`config.mk`:
```
export PLATFORM = sky130hd
export DESIGN_NAME = dbg_hit_qualifier
export DESIGN_NICKNAME = d
export VERILOG_FILES = /design/src/rtl/dbgq_pkg.sv /design/src/rtl/dbgq_link_eval.sv /design/src/rtl/dbgq_slot_filter.sv /design/src/rtl/dbgq_event_reg.sv /design/src/rtl/dbg_hit_qualifier.sv
export SDC_FILE = /design/constraint.sdc
export NUM_CORES = 1
export LEC_CHECK = 0
export BUFFER_PORTS_ARGS = -buffer_cell sky130_fd_sc_hd__buf_2
export CAP_MARGIN = 20
export CORE_AREA = 2 2 424 426
export DETAILED_ROUTE_END_ITERATION = 8
export DIE_AREA = 0 0 426 428
export PLACE_DENSITY = 0.3
export SLEW_MARGIN = 0
export SYNTH_ARGS = -nofsm -noshare
export SYNTH_HDL_FRONTEND = slang
export SYNTH_SLANG_ARGS = --single-unit
export TNS_END_PERCENT = 100
```
`constraint.sdc`:
```
create_clock -name clk -period 2.85 [get_ports clk]
set_input_delay 0.1425 -clock clk [delete_from_list [all_inputs] [get_ports clk]]
set_output_delay 0.1425 -clock clk [all_outputs]
set_load 0.02 [all_outputs]
```
`src/rtl/dbgq_pkg.sv`:
```
package dbgq_pkg;

   localparam int unsigned LBN_SPAN = 16;
   localparam int unsigned CTX_W    = 32;
   localparam logic [3:0]  CTX_MATCH_TYPE = 4'd3;

   typedef enum logic [1:0] {
      SEC_EITHER  = 2'd0,
      SEC_NS_LO   = 2'd1,
      SEC_ONLY_S  = 2'd2,
      SEC_NS_HI   = 2'd3
   } sec_sel_e;

   typedef struct packed {
      logic [3:0] btype;
      logic       linked;
      logic [3:0] lbn;
      logic [1:0] ssc;
      logic       hmc;
      logic [1:0] pac;
      logic       en;
   } slot_fld_t;

   function automatic slot_fld_t decode_ctrl(input logic [23:13] hi,
                                             input logic [2:0]   lo);
      slot_fld_t f;
      f.en     = lo[0];
      f.pac    = lo[2:1];
      f.hmc    = hi[13];
      f.ssc    = hi[15:14];
      f.lbn    = hi[19:16];
      f.linked = hi[20];
      f.btype  = hi[23:20];
      return f;
   endfunction

endpackage

```
`src/rtl/dbgq_link_eval.sv`:
```
module dbgq_link_eval
   import dbgq_pkg::*;
#(
   parameter int NUM_BP  = 6,
   parameter int NUM_CTX = 2
) (
   input  slot_fld_t [NUM_BP-1:0]             bp_fld,
   input  logic      [NUM_BP-1:0][CTX_W-1:0]  bp_ctx_val,
   input  logic      [1:0]                    cur_el,
   input  logic      [CTX_W-1:0]              ctx_id,
   output logic      [LBN_SPAN-1:0]           link_ok
);

   localparam int CTX_LO = NUM_BP - NUM_CTX;

   logic low_level;
   assign low_level = (cur_el <= 2'd1);

   // fold inputs that only context-aware slots consume
   logic unused_fold;
   assign unused_fold = ^{bp_fld, bp_ctx_val};

   for (genvar i = 0; i < LBN_SPAN; i++) begin : g_tgt
      if (i >= CTX_LO && i < NUM_BP) begin : g_ctx
         assign link_ok[i] = bp_fld[i].en
                           && (bp_fld[i].btype == CTX_MATCH_TYPE)
                           && low_level
                           && (ctx_id == bp_ctx_val[i]);
      end else begin : g_none
         assign link_ok[i] = 1'b0;
      end
   end

endmodule

```
`src/rtl/dbgq_slot_filter.sv`:
```
module dbgq_slot_filter
   import dbgq_pkg::*;
#(
   parameter bit IS_WP   = 1'b0,
   parameter int NUM_BP  = 6,
   parameter int NUM_CTX = 2
) (
   input  logic                clk,
   input  logic                rst_n,
   input  logic                raw_hit,
   input  slot_fld_t           fld,
   input  logic [1:0]          cur_el,
   input  logic                secure,
   input  logic                unpriv,
   input  logic                gate,
   input  logic [LBN_SPAN-1:0] link_ok,
   output logic                qual
);

   localparam logic WP_BIT = IS_WP;

   logic [1:0] eff_el;
   logic       sec_ok;
   logic       lvl_ok;
   logic       lnk_ok;

   assign eff_el = (WP_BIT && unpriv) ? 2'd0 : cur_el;

   always_comb begin
      unique case (sec_sel_e'(fld.ssc))
         SEC_EITHER: sec_ok = 1'b1;
         SEC_ONLY_S: sec_ok = secure;
         default:    sec_ok = !secure;
      endcase
   end

   always_comb begin
      unique case (eff_el)
         2'd3, 2'd2: lvl_ok = fld.hmc;
         2'd1:       lvl_ok = fld.pac[0];
         default:    lvl_ok = fld.pac[1];
      endcase
   end

   assign lnk_ok = !fld.linked || link_ok[fld.lbn];

   assign qual = gate && raw_hit && fld.en && sec_ok && lvl_ok && lnk_ok;


   raw_and_en_chk: assert property (@(posedge clk) disable iff (!rst_n)
      qual |-> (raw_hit && fld.en));


   secure_only_chk: assert property (@(posedge clk) disable iff (!rst_n)
      (qual && fld.ssc == 2'd2) |-> secure);


   high_level_chk: assert property (@(posedge clk) disable iff (!rst_n)
      (qual && cur_el >= 2'd2 && !(WP_BIT && unpriv)) |-> fld.hmc);


   unpriv_as_el0_chk: assert property (@(posedge clk) disable iff (!rst_n)
      (qual && WP_BIT && unpriv) |-> fld.pac[1]);


   link_range_chk: assert property (@(posedge clk) disable iff (!rst_n)
      (qual && fld.linked) |->
         (int'(fld.lbn) >= NUM_BP - NUM_CTX && int'(fld.lbn) < NUM_BP));


   link_level_chk: assert property (@(posedge clk) disable iff (!rst_n)
      (qual && fld.linked) |-> (cur_el <= 2'd1));

endmodule

```
`src/rtl/dbgq_event_reg.sv`:
```
module dbgq_event_reg #(
   parameter int SLOTS = 10,
   parameter int IDX_W = 4
) (
   input  logic             clk,
   input  logic             rst_n,
   input  logic [SLOTS-1:0] hits,
   output logic             evt_valid,
   output logic [IDX_W-1:0] evt_slot
);

   localparam logic [SLOTS-1:0] ONE = {{(SLOTS-1){1'b0}}, 1'b1};

   logic [IDX_W-1:0] nxt_idx;
   logic             any_hit;

   always_comb begin
      nxt_idx = '0;
      for (int i = SLOTS - 1; i >= 0; i--) begin
         if (hits[i]) nxt_idx = IDX_W'(i);
      end
   end

   assign any_hit = |hits;

   always_ff @(posedge clk or negedge rst_n) begin
      if (!rst_n) begin
         evt_valid <= 1'b0;
         evt_slot  <= '0;
      end else begin
         evt_valid <= any_hit;
         evt_slot  <= nxt_idx;
      end
   end


   evt_follows_hits_chk: assert property (@(posedge clk) disable iff (!rst_n)
      1'b1 |=> (evt_valid == ($past(hits) != '0)));


   evt_slot_hit_chk: assert property (@(posedge clk) disable iff (!rst_n)
      evt_valid |-> ((($past(hits) >> evt_slot) & ONE) != '0));


   evt_slot_lowest_chk: assert property (@(posedge clk) disable iff (!rst_n)
      evt_valid |-> (($past(hits) & ((ONE << evt_slot) - ONE)) == '0));


   evt_idle_zero_chk: assert property (@(posedge clk) disable iff (!rst_n)
      !evt_valid |-> (evt_slot == '0));

endmodule

```
`src/rtl/dbg_hit_qualifier.sv`:
```
module dbg_hit_qualifier
   import dbgq_pkg::*;
#(
   parameter int NUM_BP  = 6,
   parameter int NUM_CTX = 2,
   parameter int NUM_WP  = 4,
   parameter int CTRL_W  = 64,
   parameter int VAL_W   = 64,
   localparam int SLOTS  = NUM_BP + NUM_WP,
   localparam int IDX_W  = $clog2(SLOTS)
) (
   input  logic                     clk,
   input  logic                     rst_n,
   input  logic [NUM_BP-1:0]        bp_raw_hit,
   input  logic [NUM_BP*CTRL_W-1:0] bp_ctrl,
   input  logic [NUM_BP*VAL_W-1:0]  bp_value,
   input  logic [NUM_WP-1:0]        wp_raw_hit,
   input  logic [NUM_WP*CTRL_W-1:0] wp_ctrl,
   input  logic [1:0]               cur_el,
   input  logic                     secure,
   input  logic                     unpriv_acc,
   input  logic                     dbg_global_en,
   input  logic                     dbg_permit,
   input  logic [31:0]              ctx_id,
   output logic [NUM_BP-1:0]        bp_qual,
   output logic [NUM_WP-1:0]        wp_qual,
   output logic                     evt_valid,
   output logic [IDX_W-1:0]         evt_slot
);

   if (NUM_BP < 1 || NUM_BP > LBN_SPAN || NUM_CTX < 0 || NUM_CTX > NUM_BP
       || NUM_WP < 1 || CTRL_W <= 24 || VAL_W <= CTX_W) begin : g_bad_cfg
      $error("dbg_hit_qualifier: unsupported parameter combination");
   end

   slot_fld_t [NUM_BP-1:0]            bp_fld;
   logic      [NUM_BP-1:0][CTX_W-1:0] bp_ctx_val;
   logic      [LBN_SPAN-1:0]          link_ok;
   logic      [NUM_BP-1:0]            unused_bp;
   logic      [NUM_WP-1:0]            unused_wp;
   logic                              gate;

   assign gate = dbg_global_en && dbg_permit;

   for (genvar i = 0; i < NUM_BP; i++) begin : g_bp
      logic [CTRL_W-1:0] c;
      assign c             = bp_ctrl[i*CTRL_W +: CTRL_W];
      assign bp_fld[i]     = decode_ctrl(c[23:13], c[2:0]);
      assign bp_ctx_val[i] = bp_value[i*VAL_W +: CTX_W];
      assign unused_bp[i]  = ^{c[CTRL_W-1:24], c[12:3],
                               bp_value[i*VAL_W+CTX_W +: VAL_W-CTX_W]};

      dbgq_slot_filter #(.IS_WP(1'b0), .NUM_BP(NUM_BP), .NUM_CTX(NUM_CTX)) u_flt (
         .clk     (clk),
         .rst_n   (rst_n),
         .raw_hit (bp_raw_hit[i]),
         .fld     (bp_fld[i]),
         .cur_el  (cur_el),
         .secure  (secure),
         .unpriv  (unpriv_acc),
         .gate    (gate),
         .link_ok (link_ok),
         .qual    (bp_qual[i])
      );
   end

   for (genvar j = 0; j < NUM_WP; j++) begin : g_wp
      logic [CTRL_W-1:0] c;
      slot_fld_t         fld;
      assign c            = wp_ctrl[j*CTRL_W +: CTRL_W];
      assign fld          = decode_ctrl(c[23:13], c[2:0]);
      assign unused_wp[j] = ^{c[CTRL_W-1:24], c[12:3], fld.btype};

      dbgq_slot_filter #(.IS_WP(1'b1), .NUM_BP(NUM_BP), .NUM_CTX(NUM_CTX)) u_flt (
         .clk     (clk),
         .rst_n   (rst_n),
         .raw_hit (wp_raw_hit[j]),
         .fld     (fld),
         .cur_el  (cur_el),
         .secure  (secure),
         .unpriv  (unpriv_acc),
         .gate    (gate),
         .link_ok (link_ok),
         .qual    (wp_qual[j])
      );
   end

   dbgq_link_eval #(.NUM_BP(NUM_BP), .NUM_CTX(NUM_CTX)) u_link (
      .bp_fld     (bp_fld),
      .bp_ctx_val (bp_ctx_val),
      .cur_el     (cur_el),
      .ctx_id     (ctx_id),
      .link_ok    (link_ok)
   );

   dbgq_event_reg #(.SLOTS(SLOTS), .IDX_W(IDX_W)) u_evt (
      .clk       (clk),
      .rst_n     (rst_n),
      .hits      ({wp_qual, bp_qual}),
      .evt_valid (evt_valid),
      .evt_slot  (evt_slot)
   );


   gate_blocks_all_chk: assert property (@(posedge clk) disable iff (!rst_n)
      !(dbg_global_en && dbg_permit) |-> (bp_qual == '0 && wp_qual == '0));


   always_ff @(posedge clk) begin
      reset_clear_chk: assert (rst_n || (!evt_valid && evt_slot == '0));
   end

endmodule

```
# Yosys cells after proc, flatten, opt, wreduce, memory -nomap -nowiden
# Index checks and enable logic that the tools add are counted.
# totals
output_inout_bits	15
wordCells	175
in_bits	1074
regBits	5
# classes
n_mux	51
n_reduce_logical	91
magnitude_cmp	11
eq_ne	20
# ops
operator	n
32-bit equality test	2
1-bit logical AND	57
4-bit by 5-bit < comparator with 1-bit output (second input constant)	10
1-bit binary-select mux with 4-bit select	10
4-bit 2-to-1 mux	10
1-bit case mux with 2 select lines	20
2-bit equality test (second input constant)	14
2-bit logical NOT	10
1-bit logical NOT	11
1-bit logical OR	10
1-bit 2-to-1 mux	10
10-bit OR reduction	1
4-bit by 2-bit equality test with 1-bit output (second input constant)	2
2-bit by 1-bit equality test with 1-bit output (second input constant)	2
2-bit OR reduction	2
2-bit by 1-bit <= comparator with 1-bit output (second input constant)	1
2-bit 2-to-1 mux	1

# Logic depth before layout (Yosys ltp)
# Gate-level depths: netlist of the first run.
# logic_depth
ltp_word	18
depth_mapped	9
ltp_nobuf	9

# Modules after synthesis
# From an unflattened synthesis of the first run, not the netlist that was laid out.
# hier_totals
cells_unflattened	326
area_unflattened_um2	3065.4
# by_module_without_submodules
module	n_inst	area_each_um2	cells_per_inst	seq_area_each_um2
dbgq_slot_filter at g_bp[0].u_flt ...	6	195.2	18	0.0
dbgq_link_eval	1	854.6	110	0.0
dbgq_slot_filter at g_wp[0].u_flt ...	4	201.4	21	0.0
dbgq_event_reg	1	227.7	23	125.1
dbg_hit_qualifier	1	6.3	1	0.0

# Least setup slack after synthesis of the first run
# OpenSTA, ideal clock, no wires.
# synth_timing
path_kind	input port to flip-flop
from	in bp_ctrl[279]
to	reg u_evt.evt_slot[1]
cell_stages	8
setup_ns	0.087
path_slack_ns	0.558
t_required_ns	2.763
arrival_ns	2.205
n_path_buf	0
path_cell_list	nor4bb_1 o2111a_1 nand4_2 nor4_4 a21oi_2 or4_4 a211o_1 a211oi_2
# synth_between
elab_chain_len	17
word_cells_on_any_way	49
cone_classes	eq/ne: 1; mux: 27; reduce/logical: 21
# synth_lines
item	line	text
start: declaration	dbg_hit_qualifier.sv:15	input logic [NUM_BP*CTRL_W-1:0] bp_ctrl,
4-bit by 2-bit equality test with 1-bit output (*)	dbgq_link_eval.sv:26	&& (bp_fld[i].btype == CTX_MATCH_TYPE)
1-bit logical AND (*)	dbgq_link_eval.sv:26	
1-bit logical AND (*)	dbgq_link_eval.sv:27	&& low_level
1-bit logical AND (*)	dbgq_link_eval.sv:28	&& (ctx_id == bp_ctx_val[i]);
1-bit binary-select mux with 4-bit select	dbgq_slot_filter.sv:45	assign lnk_ok = !fld.linked || link_ok[fld.lbn];
1-bit 2-to-1 mux (not written as such)	dbgq_slot_filter.sv:45	
1-bit logical OR	dbgq_slot_filter.sv:45	
1-bit logical AND	dbgq_slot_filter.sv:47	assign qual = gate && raw_hit && fld.en && sec_ok && lvl_ok && lnk_ok;
4-bit 2-to-1 mux (8 in a row)	dbgq_event_reg.sv:20	if (hits[i]) nxt_idx = IDX_W'(i);
4-bit 2-to-1 mux (*)	dbgq_event_reg.sv:20	
net u_evt.nxt_idx[1]	dbgq_event_reg.sv:14	logic [IDX_W-1:0] nxt_idx;
end signal: assignment	dbgq_event_reg.sv:32	evt_slot <= nxt_idx;
end: declaration	dbgq_event_reg.sv:9	output logic [IDX_W-1:0] evt_slot
# The timed path passes the listed nets; every way through them passes the cells marked *. The select of a mux whose other input is x is not followed.

# Final worst setup path of the first run
# layout_timing
from	in ctx_id[15]
to	out bp_qual[4]
# layout_between
elab_chain_len	6
word_cells_on_any_way	8
cone_classes	eq/ne: 2; mux: 2; reduce/logical: 4
# layout_lines
item	line	text
start: declaration	dbg_hit_qualifier.sv:24	input logic [31:0] ctx_id,
32-bit equality test	dbgq_link_eval.sv:28	
1-bit logical AND	dbgq_link_eval.sv:28	
1-bit binary-select mux with 4-bit select (*)	dbgq_slot_filter.sv:45	
1-bit 2-to-1 mux (not written as such) (*)	dbgq_slot_filter.sv:45	
1-bit logical OR (*)	dbgq_slot_filter.sv:45	
1-bit logical AND (*)	dbgq_slot_filter.sv:47	
end: declaration	dbg_hit_qualifier.sv:25	output logic [NUM_BP-1:0] bp_qual,
# Mark *: on every way between the ends. The rest lies on a longest branch, timed or not. The select of a mux whose other input is x is not followed.

==> out/metrics.csv, run 1 <==
metric,value,unit
Final Instance Count excl. Fillers,2915,
WS Path Type,input port to primary output,
Slew Limit Fails,0,
Worst EP arrival,2.59,ns
CP cell instances,buf_2 -> xor2_1 -> nor4_1 -> nand3_2 -> nor4_4 -> buf_12 -> buf_6 -> buf_6 -> nand4b_1 -> a21oi_4 -> buf_6 -> buf_12,
CTS tree,done,
Final ANT Viol Nets,0,
io pins,1089,
antenna violations before repair,32,
Initial Util,0.01163,
slowest CP cell,nor4_4,
f_max,366.6,MHz
PortBufs,244,
Hold Path Class,input port to async pin,
Cells after DPL,2904,
synth-to-layout area growth,233.1,%
Worst path most repeated cell,buf_6,
PD cells,116.6,nW/um^2
width of the die,426,um
Synth area leader,xor2_1,
DR WL/cell,11.96,um
H-Tree Level Count,1,
RSZ-0062 raised after global routing,true,
nets@finish,1635,
share of cells above drive strength 1,0.5839,
first-pass GRT wire length,41380,um
top cell type's share of synthesized area,0.2120,
fraction of registers with async set/reset,1.000,
Die ar.,182300,um^2
crit path time final,2.728,ns
post-synthesis sequential area ratio,0.06057,
leak pwr,2.114,nW
clock sinks,5,
Syn Area/Cell,7.431,um^2
1st-pass router iterations,4,
Max Cap Violations,0,
VDD IR max,0.1087,mV
Die Ht,428,um
Ys Warns,0,
Slew headroom,0.5939,
syn nets,1352,
Inserted Clock Buffers,3,
max incr delay on CP,0.42,ns
"worst slack, placed",-0.3932,ns
Setup-failing EPs final,0,
final worst slack,0.1223,ns
number of global-route vias before repair,3354,
CTS Root Cell,clkbuf_16,
Vias,3356,
synthesis-stage register bit count,5,
final sum of negative setup slack,0,ns
CTS max path bufs,2,
fill cell total of the finished layout,21320,
placement row count,155,
DR vias/cell,1.151,
count of cell types in the netlist,56,
Worst Path Max Fanout,7,
Core ar.,177600,um^2
crit start category,input port,
Final Hold Viols,0,
CP required,2.71,ns
total wire length,34880,um
post-DP HPWL,33790,um
gr ovfl total,0,
Post-synth EDFFs,0,
main flop type after synthesis,dfrtp_1,
diode count,0,
initial DRC count,130,
Critical Path Sink Type,primary output,
synthesized instance count,278,
Clock transition at path regs,0.03,ns
RD Place Congestion,0.7953,
GRT Util Overall,0.03655,
Final period util,0.9571,
outcome,completed,
Synth Cell Area,2066,um^2
DRC violations left,0,
largest net degree at the start of global routing,21,
Slew @ Worst Pin,0.6091,ns
most area-consuming cells after synthesis,"xor2_1, dfrtp_1, nand3_1",
[metal layers]
layer | vias up | wire length (um) | GRT usage
met1 | 1555 | 15350 | 0.04756
met4 | 14 | 178 | 0.001448
met2 | 158 | 15860 | 0.05983
met3 | 36 | 3393 | 0.01374
met5 | - | 96 | 0
li1 | 1593 | - | -
[cell families after synthesis]
group	after synthesis	synth area share
compound gates	52	0.2053
xor+xnor	50	0.2120
buf+inv	31	0.07510
flops	5	0.06057
mux	6	0.02907
simple gates	134	0.4179
[layout by cell type (no fill, tap or decap), types with 3 or more instances in the layout]
master,count
nand4_1,9
o21ai_0,6
buf_6,12
o2111a_1,4
nand3b_1,3
or2b_1,3
nor3b_1,11
nand2_1,16
nor4_2,6
nand2b_1,12
nand3_1,16
and3_1,7
dfrtp_1,5
nor4_1,8
and2_1,4
clkbuf_16,3
xor2_1,50
buf_2,229
mux2i_1,6
inv_1,13
buf_12,9
nor2_1,10
nor2b_1,5
o41ai_1,4
nor4bb_1,4
a21oi_1,10
a221oi_1,3
buf_4,40
o22ai_1,4
[synth_stat cells (5+ instances only)]
cell and count:
and3_1 7, nor2b_1 5, a21oi_1 10, dfrtp_1 5, nor4_1 11, o21ai_0 6
mux2i_1 6, buf_4 10, nor3b_1 11, nor4bb_1 5, xor2_1 50, inv_1 14
nor2_1 11, o41ai_1 5, nand3_1 17, nand2b_1 12, nand4_1 9, nand2_1 17
[what timing repair did]
item | 4_1_cts | 5_1_grt
buffers inserted | 2 | 6
gates resized for setup | 28 | 18
hold endpoints to repair | 5 | 0
setup endpoints to repair | 14 | 7
cloned | 0 | 0
hold buffers | 1 | 0
pin swaps | 7 | 14
[power breakdown]
| group | leakage [nW] | switching (W) | internal [W] | total (W) |
|---|---|---|---|---|
| registers | 0.0689 | 0.000000982 | 0.0000742 | 0.0000752 |
| logic | 2.01 | 0.000262 | 0.000236 | 0.000498 |
| clock network | 0.0382 | 0.0000444 | 0.000185 | 0.000230 |
[worst max-delay path: cells and delay by family]
kind            cells  cell delay, ns
buf+inv             6            0.73
simple gates        4            1.30
compound gates      1            0.21
xor+xnor            1            0.14
[through the flow]
step	hold WS [ns]	util	total power, W	area [um^2]
finish	0.2627	0.03873	0.0008026	6880
global placement	-0.03553	0.03699	0.0005784	6571
detailed placement	-0.03407	0.03699	0.0005762	6571
global route	0.2991	0.03873	0.0008639	6880
floorplan	-0.1531	-	0.0002278	2066
CTS	0.2690	0.03810	0.0008251	6769
[flip-flops by register name, indices dropped and copies added (netlist names)]
signal           count
u_evt.evt_slot       4
u_evt.evt_valid      1
[cell type report]
cell class                 count  area [um^2]  area share
clock buffer                   4        78.83     0.01146
sequential                     5        125.1     0.01819
inverter                      16        72.57     0.01055
timing repair buffer         293         1794      0.2608
tap                         2355         2947      0.4283
multi-input combinational    242         1863      0.2708
[final timing paths]
path                               from                 to  slack [ns]
min                               rst_n  u_evt.evt_slot[2]        0.26
max                          ctx_id[15]         bp_qual[4]        0.12
min in group clk           bp_ctrl[148]  u_evt.evt_slot[0]        0.44
max in group asynchronous         rst_n  u_evt.evt_slot[1]        2.45
Power figures use the tool's default switching activity.
==> run 2, diff against run 1 <==
- CAP_MARGIN: 20 -> unset
- CORE_AREA: 2 2 424 426 -> 2 2 418 420
- DIE_AREA: 0 0 426 428 -> 0 0 420 422
- SYNTH_HIERARCHICAL: unset -> 1
==> run 2 against run 1 <==
Against the previous run:
- the run now ends with negative setup slack left
- worst hold slack gained 0.062 ns
- sequential share of layout area shrank 0.28 points
- non-clock buffer count shrank 5
- die area shrank 2.8%
- critical path type unchanged
- largest cell class is now multi-input gates
- highest routed layer unchanged
==> out/metrics.csv, run 2 <==
metric,value,unit
post-DP HPWL,34970,um
largest net degree at the start of global routing,17,
xor/xnor cell area share of the yosys netlist,0.1743,
Setup-failing EPs final,9,
Final Hold Viols,0,
synthesized instance count,326,
Critical Path Sink Type,primary output,
Inserted Clock Buffers,3,
GRT Util Overall,0.04080,
Hold Path Class,input port to async pin,
Core ar.,172900,um^2
WS Path Type,input port to primary output,
initial DRC count,169,
number of global-route vias before repair,4129,
Final period util,1.071,
crit path to,bp_qual[3],
1st-pass router iterations,4,
outcome,finished with violations,
first-pass GRT wire length,45820,um
violated checks,negative setup slack,
PortBufs,244,
largest registers,"u_evt/evt_slot x4, u_evt/evt_valid x1",
post-layout util,0.04690,
Synth area leader,mux4_1,
largest family of logic cells by synthesized area,multiplexers,
Slew Limit Fails,0,
Synth Cell Area,3065,um^2
max FFs per register,4,
Vias,4157,
most area-consuming cells after synthesis,"mux4_1, xor2_1, nor4_1",
total wire length,37900,um
antenna violations before repair,43,
CTS tree,done,
PD cells,123.3,nW/um^2
leak pwr,2.592,nW
main flop type after synthesis,dfrtp_1,
io pins,1089,
crit path time final,3.053,ns
placement row count,153,
DR WL/cell,12.87,um
"commonest non-fill, non-tap cell in the layout",buf_2,
multiplexer share of the synthesized area,0.3731,
placed cell area,7532,um^2
Post-Synth Simple-Gate Area,0.2531,
"commonest cells after routing, fill and taps aside","buf_2, xor2_1, buf_4",
CTS max path bufs,2,
fraction of registers with async set/reset,1.000,
final worst slack,-0.2028,ns
width of the die,420,um
Max Cap Violations,0,
largest reg by FF count,u_evt/evt_slot,
DRC violations left,0,
post-synthesis sequential area ratio,0.04082,
share of cells above drive strength 1,0.5608,
Initial Util,0.01773,
H-Tree Level Count,1,
Ys Warns,6,
Die ar.,177200,um^2
top cell type's share of synthesized area,0.2743,
Synth Area in Compound Gates,0.1098,
CTS Root Cell,clkbuf_16,
Worst Path Max Fanout,4,
adder-cell share of the synthesized area,0,
RD Place Congestion,0.7677,
Die Ht,422,um
nets@finish,1692,
Post-synth EDFFs,0,
Synth top cells by count,"xor2_1, mux4_1, nor4_1",
Clock transition at path regs,0.03,ns
final sum of negative setup slack,-1.180,ns
count of cell types in the netlist,40,
Worst EP arrival,2.91,ns
most frequent cell after synthesis,xor2_1,
CP startpoint,ctx_id[25],
synth-to-layout area growth,164.5,%
CP required,2.71,ns
clock sinks,5,
synthesis-stage register bit count,5,
Final ANT Viol Nets,0,
gr ovfl total,0,
crit start category,input port,
f_max,327.6,MHz
DR vias/cell,1.412,
RSZ-0062 raised after global routing,true,
VDD IR max,0.1369,mV
Syn Area/Cell,9.403,um^2
post-route cell area,8108,um^2
[run 2: cell types whose count changed in the layout (fill, tap and decap cells not counted), sizes merged, moves of 6 or more]
cell,delta
nor3b,+9
mux2,+10
a31oi,+9
nor2,+9
conb,+14
nand2b,-11
o21bai,+7
mux4,+36
o2111ai,+6
nor4,+8
nor3,+7
nand3,-8
xor2,+7
[run 2: kinds of logic after synthesis]
group | Yosys count
and+or+nand+nor | 131
other | 1
AOI/OAI and AO/OA | 47
muxes | 56
xor gates and xnor gates | 61
buffers and inverters | 25
DFF | 5
[run 2: worst max-delay path: stages]
cell,delay (ns)
buf_2,0.15
xor2_1,0.16
nor4_1,0.46
nand4_1,0.32
nor3_4,0.29
buf_12,0.16
buf_12,0.13
buf_4,0.12
buf_6,0.08
mux4_2,0.23
mux2_4,0.16
nor3b_4,0.04
nor4_4,0.24
buf_4,0.19
[run 2: worst min-delay path by stage]
stage                     startpoint           endpoint  slack [ns]  cells after the start
after CTS                      rst_n  u_evt/evt_slot[1]        0.33                      2
after global routing           rst_n  u_evt/evt_slot[3]        0.34                      2
after floorplan                rst_n  u_evt/evt_slot[0]       -0.15                      0
final                          rst_n  u_evt/evt_slot[3]        0.33                      2
after detailed placement       rst_n  u_evt/evt_slot[3]       -0.03                      1
after global placement         rst_n  u_evt/evt_slot[3]       -0.03                      1
[run 2: what timing repair did]
action                     4_1_cts  5_1_grt
buffers inserted                13        3
gates resized for setup         57       23
setup endpoints to repair       15       15
pin swaps                       18       11
gates cloned                     1        0
hold endpoints to repair         5        0
hold buffers                     1        0
[run 2: final cells by class]
type,count,area [um^2]
fillers,20490,164800
multi-input cells,309,3156
well taps,2325,2909
repair buffers,288,1793
flip-flops and latches,5,125.1
clock buffers,4,78.83
inverters,11,41.29
diodes,2,5.005
[run 2: stage by stage]
step | hold slack [ns] | instances | power [W] | setup slack, ns
3_3_place_gp | -0.03240 | 2923 | 0.0007018 | -1.410
5_1_grt | 0.3389 | 2942 | 0.001067 | -0.4289
6_report | 0.3250 | 2944 | 0.0009996 | -0.2028
2_1_floorplan | -0.1531 | 339 | 0.0003542 | 0.03458
3_5_place_dp | -0.02824 | 2923 | 0.0006962 | -1.224
4_1_cts | 0.3316 | 2942 | 0.0009745 | -0.3107
[run 2: per-layer routing]
layer	track usage	routed length (um)	up-vias
li1	-	-	1881
met1	0.04862	15410	2004
met2	0.06329	16680	198
met3	0.02643	5401	48
met4	0.003058	242	26
met5	0	170	-
[run 2: report_power, final]
group	leakage [nW]	internal (W)	switching, W
clock	0.0382	0.000186	0.0000484
combinational	2.49	0.000339	0.000349
sequential	0.0683	0.0000757	0.00000131
total	2.59	0.000601	0.000399
